## config.mk

```make
export PLATFORM = sky130hd
export DESIGN_NAME = bar_win_dec
export DESIGN_NICKNAME = d
export VERILOG_FILES = /design/src/rtl/bar_dec_pkg.sv /design/src/rtl/bar_cfg_reg.sv /design/src/rtl/bar_win_match.sv /design/src/rtl/bar_win_dec.sv
export SDC_FILE = /design/constraint.sdc
export NUM_CORES = 1
export LEC_CHECK = 0
export BUFFER_PORTS_ARGS = -buffer_cell sky130_fd_sc_hd__buf_4
export CORE_AREA = 2 2 83 85
export CTS_BUF_LIST = sky130_fd_sc_hd__clkbuf_2
export DETAILED_ROUTE_END_ITERATION = 8
export DIE_AREA = 0 0 85 87
export GPL_TIMING_DRIVEN = 1
export PLACE_DENSITY = 0.71
export SYNTH_ARGS = -nofsm -noshare
export SYNTH_HDL_FRONTEND = slang
export SYNTH_SLANG_ARGS = --single-unit
```

## constraint.sdc

```tcl
create_clock -name clk -period 1.8 [get_ports clk]
set_input_delay 0.09 -clock clk [delete_from_list [all_inputs] [get_ports clk]]
set_output_delay 0.09 -clock clk [all_outputs]
set_load 0.03 [all_outputs]
```

## src/rtl/bar_dec_pkg.sv

```systemverilog
package bar_dec_pkg;

    localparam int ADDR_W   = 32;
    localparam int OFS_W    = ADDR_W - 3;   // offset bits inside a 512 MB region
    localparam int LANE_BIT = ADDR_W - 3;   // bit 29: endian policy select
    localparam int SEL_BIT  = ADDR_W - 2;   // bit 30: high-window region select

    typedef enum logic [1:0] {
        WIN_NONE = 2'd0,
        WIN_LOW  = 2'd1,
        WIN_HIGH = 2'd2,
        WIN_ROM  = 2'd3
    } win_e;

    typedef struct packed {
        logic              hit;
        win_e              win;
        logic [ADDR_W-1:0] addr;
        logic              bitlane;
        logic              prefetch;
    } dec_res_t;

    localparam dec_res_t DEC_MISS = '{hit: 1'b0, win: WIN_NONE, addr: '0,
                                      bitlane: 1'b0, prefetch: 1'b0};

    // Low window: bottom 512 MB of memory
    function automatic logic [ADDR_W-1:0] map_low(input logic [ADDR_W-1:0] a);
        return {3'b000, a[OFS_W-1:0]};
    endfunction

    // High window: bit 30 picks 0x8000_0000 or 0xC000_0000 region
    function automatic logic [ADDR_W-1:0] map_high(input logic [ADDR_W-1:0] a);
        return {1'b1, a[SEL_BIT], 1'b0, a[OFS_W-1:0]};
    endfunction

    function automatic logic [ADDR_W-1:0] map_rom(input logic [ADDR_W-1:0] a,
                                                  input logic [ADDR_W-1:0] target,
                                                  input logic [ADDR_W-1:0] mask);
        return (target & ~mask) | (a & mask);
    endfunction

endpackage

```

## src/rtl/bar_cfg_reg.sv

```systemverilog
module bar_cfg_reg #(
    parameter int          OFS_W   = 8,
    parameter int          N_EN    = 2,
    parameter logic [7:0]  CFG_OFS = 8'h40
) (
    input  logic             clk,
    input  logic             rst,
    input  logic             wr_en,
    input  logic [OFS_W-1:0] wr_ofs,
    input  logic [31:0]      wr_data,
    output logic [N_EN-1:0]  en_q
);
    localparam logic [OFS_W-1:0] MY_OFS = OFS_W'(CFG_OFS);

    logic hit_ofs;
    assign hit_ofs = wr_en && (wr_ofs == MY_OFS);

    always_ff @(posedge clk) begin
        if (rst)          en_q <= '1;
        else if (hit_ofs) en_q <= wr_data[N_EN-1:0];
    end
endmodule

```

## src/rtl/bar_win_match.sv

```systemverilog
module bar_win_match #(
    parameter int ADDR_W  = 32,
    parameter int CMP_W   = 2,
    parameter bit BASE_EN = 1'b0   // 1: base bit 0 is the window enable
) (
    input  logic [ADDR_W-1:0] addr,
    input  logic [ADDR_W-1:0] base,
    input  logic              gate,
    output logic              match
);
    localparam int TOP = ADDR_W - 1;

    logic field_eq;
    assign field_eq = (addr[TOP -: CMP_W] == base[TOP -: CMP_W]);

    generate
        if (BASE_EN) begin : g_base_en
            assign match = gate && base[0] && field_eq;
        end else begin : g_plain
            assign match = gate && field_eq;
        end
    endgenerate
endmodule

```

## src/rtl/bar_win_dec.sv

```systemverilog
module bar_win_dec
    import bar_dec_pkg::*;
#(
    parameter int          CFG_OFS_W  = 8,
    parameter logic [7:0]  CFG_EN_OFS = 8'h40,
    parameter int          ROM_LOG2   = 16,
    parameter logic [31:0] ROM_TARGET = 32'h1FC0_0000,
    parameter int          LOW_CMP_W  = 2,
    parameter int          HIGH_CMP_W = 1
) (
    input  logic                 clk,
    input  logic                 rst,
    input  logic                 host_mode,
    input  logic [31:0]          bar_lo_base,
    input  logic [31:0]          bar_hi_base,
    input  logic [31:0]          rom_bar,
    input  logic                 cfg_wr_en,
    input  logic [CFG_OFS_W-1:0] cfg_wr_ofs,
    input  logic [31:0]          cfg_wr_data,
    input  logic                 req_valid,
    input  logic                 req_read,
    input  logic [31:0]          req_addr,
    output logic                 out_valid,
    output logic                 out_hit,
    output logic [1:0]           out_win,
    output logic [31:0]          out_addr,
    output logic                 out_bitlane,
    output logic                 out_prefetch
);
    localparam int          ROM_CMP_W = ADDR_W - ROM_LOG2;
    localparam logic [ADDR_W-1:0] ROM_MASK = (ADDR_W'(1) << ROM_LOG2) - ADDR_W'(1);
    localparam int          EN_LOW  = 0;
    localparam int          EN_HIGH = 1;
    localparam int          N_EN    = 2;

    logic [N_EN-1:0] en_q;
    logic            m_low, m_high, m_rom;
    logic            direct_ok;
    dec_res_t        res_d, res_q;
    logic            valid_q;

    bar_cfg_reg #(
        .OFS_W   (CFG_OFS_W),
        .N_EN    (N_EN),
        .CFG_OFS (CFG_EN_OFS)
    ) u_cfg (
        .clk     (clk),
        .rst     (rst),
        .wr_en   (cfg_wr_en),
        .wr_ofs  (cfg_wr_ofs),
        .wr_data (cfg_wr_data),
        .en_q    (en_q)
    );

    assign direct_ok = req_valid && host_mode;

    bar_win_match #(.ADDR_W(ADDR_W), .CMP_W(LOW_CMP_W), .BASE_EN(1'b0)) u_m_low (
        .addr (req_addr), .base (bar_lo_base),
        .gate (direct_ok && en_q[EN_LOW]), .match (m_low)
    );

    bar_win_match #(.ADDR_W(ADDR_W), .CMP_W(HIGH_CMP_W), .BASE_EN(1'b0)) u_m_high (
        .addr (req_addr), .base (bar_hi_base),
        .gate (direct_ok && en_q[EN_HIGH]), .match (m_high)
    );

    bar_win_match #(.ADDR_W(ADDR_W), .CMP_W(ROM_CMP_W), .BASE_EN(1'b1)) u_m_rom (
        .addr (req_addr), .base (rom_bar),
        .gate (req_valid), .match (m_rom)
    );

    // Fixed priority: ROM, then low, then high
    always_comb begin
        res_d = DEC_MISS;
        if (m_rom) begin
            res_d.hit  = 1'b1;
            res_d.win  = WIN_ROM;
            res_d.addr = map_rom(req_addr, ROM_TARGET, ROM_MASK);
        end else if (m_low) begin
            res_d.hit     = 1'b1;
            res_d.win     = WIN_LOW;
            res_d.addr    = map_low(req_addr);
            res_d.bitlane = req_addr[LANE_BIT];
        end else if (m_high) begin
            res_d.hit     = 1'b1;
            res_d.win     = WIN_HIGH;
            res_d.addr    = map_high(req_addr);
            res_d.bitlane = req_addr[LANE_BIT];
        end
        res_d.prefetch = res_d.hit && req_read;
    end

    always_ff @(posedge clk) begin
        if (rst) begin
            res_q   <= DEC_MISS;
            valid_q <= 1'b0;
        end else begin
            res_q   <= res_d;
            valid_q <= req_valid;
        end
    end

    assign out_valid    = valid_q;
    assign out_hit      = res_q.hit;
    assign out_win      = res_q.win;
    assign out_addr     = res_q.addr;
    assign out_bitlane  = res_q.bitlane;
    assign out_prefetch = res_q.prefetch;

endmodule

```

==> out/metrics.yaml <==
regArea_um2: 781
outcome: "finished clean"
die_h_um: 87
rsz0062_at_grt: "no"
fmaxAchievable_mhz: 599
synth-seq-cells: 39
htreeDepth: 2
die_x_um: 85
io_pins: 212
critical_path_arrival_ns: 1.93
min_period_ns: 1.67
syn_nets: 309
end_kind: "register"
fin_tns_setup_ns: 0
gp_congestion: 0.699
seq_area_frac_synth_pct: 53.1
drtIter0Drc: 34
io_buffers: 104
dr.pass1.iters: 4
grt_max_degree: 33
clk_latency_ns: 0.36
wl_per_cell_um: 12.8
routed_via_density: 4.15
antenna_found_initial: 0
cp_max_fo: 9
ys.flop_type: "dfxtp_1"
rows: 30
syn-instance-count: 135
final_common_cell: "buf_4"
cts_setup_buffers: 0
layout.nets: 448
synth_edf_count: 0
vdd_drop_max_v: 0.000264
setup-violations-final: 0
cts_sinks: 39
power.density_nw_per_um2: 614
whs_ns: 0.0439
grt_pass1_vias: 1496
finalCritPeriodShare_pct: 92.7
async_flop_share_pct: 0
maxCapViolations: 0
root_buffer: "clkbuf_2"
final_core_util_pct: 40.9
cts_made_buffers: 5
cts.path.max_buffers: 2
netlist_area_um2: 1470
hold_violations: 0
syn_avg_cell_area_um2: 10.9
dieArea_um2: 7400
synth_warnings: 0
grt_first_pass_wirelength_um: 7090
grt_overflow: 0
drive_above_1_share_pct: 45.6
area_delta_synth_final_pct: 82.7
synth.distinct_cells: 27
post_cts_resized: 0
holdCritPathClass: "input pin to register"
drv_slew: 0
dr_total_vias: 1469
cts_tree: "built"
grt.total_usage_pct: 12.4
wirelength_um: 4540
p_leak_nw: 1.18
fillCellCount: 615
final_cell_mix: "105 x buf_4, 39 x dfxtp_1, 33 x dlygate4sd3_1, 19 x xnor2_1, 16 x nor3b_1"
initial_core_util_pct: 22.4
n_antenna_cell: 0
hpwl_um: 3190
path_class: "input pin to register"
multi_input_area_um2: 648
worstPathRequired_ns: 2.06
skew_ns: 0.00561
ant_nets: 0
path_clk_slew_ns: 0.18
drc_errors: 0
coreArea_um2: 6570
cp-start-kind: "input pin"
[timing repair]
| item | in CTS | in global routing |
|---|---|---|
| endpoints found under the setup margin | 0 | 0 |
| endpoints found under the hold margin | 33 | 0 |
| hold buffers | 33 | 0 |
[flip-flops by register name, indices dropped and copies added, names as in the netlist]
| register | count |
|---|---|
| out_hit | 1 |
| out_addr | 31 |
| out_valid | 1 |
| out_prefetch | 1 |
| u_cfg.en_q | 2 |
| out_bitlane | 1 |
| out_win | 2 |
[layout make-up]
class                   instances  share of cell area (%)
multi-input cells              88                    24.1
inverters                       2                   0.279
clock inverters                 2                   0.326
repair buffers                138                    41.6
clock buffers                   5                   0.931
well taps                      80                    3.72
flip-flops and latches         39                    29.0
[where the power goes]
| group | total, mW | internal, mW | switching (mW) |
|---|---|---|---|
| clock | 0.351 | 0.0825 | 0.269 |
| sequential | 0.897 | 0.890 | 0.00710 |
| combinational | 0.402 | 0.227 | 0.175 |
| total | 1.65 | 1.20 | 0.451 |
[Yosys cell counts (2+ instances only)]
| library cell | count | area [µm²] |
|---|---|---|
| dfxtp_1 | 39 | 781 |
| xnor2_1 | 19 | 166 |
| nor3b_1 | 16 | 120 |
| nor3b_2 | 9 | 113 |
| a21oi_1 | 8 | 40.0 |
| nand2_1 | 8 | 30.0 |
| nand4_1 | 5 | 31.3 |
| nor2_1 | 5 | 18.8 |
| clkbuf_1 | 3 | 11.3 |
| nand3_1 | 3 | 15.0 |
| a211o_1 | 2 | 17.5 |
| inv_1 | 2 | 7.51 |
| nand2_2 | 2 | 12.5 |
[cell families (layout without fill, tap and decap cells)]
logic type | count (synthesis) | count (layout) | share of synthesized area [%]
AOI/OAI and AO/OA | 12 | 12 | 5.36
xor gates and xnor gates | 19 | 19 | 11.3
buffers and inverters | 8 | 147 | 2.89
DFF | 39 | 39 | 53.1
other | 1 | 1 | 0.255
and+or+nand+nor | 56 | 56 | 27.1
[critical path: stages]
cell           delay [ns]
dlygate4sd3_1        0.56
buf_4                0.15
xnor2_1              0.18
nand4_1              0.16
nor3_4               0.29
and2_1               0.38
nor3b_1              0.11
[per-layer routing]
| layer | track usage [%] | part of all wire, % | routed length (µm) | vias to the layer above |
|---|---|---|---|---|
| met3 | 3.70 | 8.7 | 395 | 8 |
| met1 | 14.4 | 40 | 1830 | 651 |
| met2 | 21.7 | 49 | 2230 | 81 |
| met4 | 4.04 | 2.0 | 91 | 0 |
| met5 | 0 | 0 | 0 | - |
| li1 | - | - | - | 729 |
[worst paths after layout]
kind,from,endpoint,slack [ns],cells past startpoint
worst max-delay path,req_addr[29],out_addr[30]$_SDFF_PP0_,0.13,7
worst min-delay path,cfg_wr_data[1],u_cfg.en_q[1]$_SDFFE_PP1P_,0.04,4
worst max register to register,u_cfg.en_q[0]$_SDFFE_PP1P_,out_addr[2]$_SDFF_PP0_,0.39,6
worst min register to register,u_cfg.en_q[0]$_SDFFE_PP1P_,u_cfg.en_q[0]$_SDFFE_PP1P_,0.49,1
[stage by stage]
step                instance area [µm²]  total power, mW  setup WS (ns)  std cells
floorplan                          1470             1.08          0.550        135
global placement                   2320             1.26          0.278        314
detailed placement                 2320             1.26          0.287        314
CTS                                2690             1.68          0.148        354
global route                       2690             1.75         0.0516        354
finish                             2690             1.65          0.131        354
(Power assumes the default switching activity.)
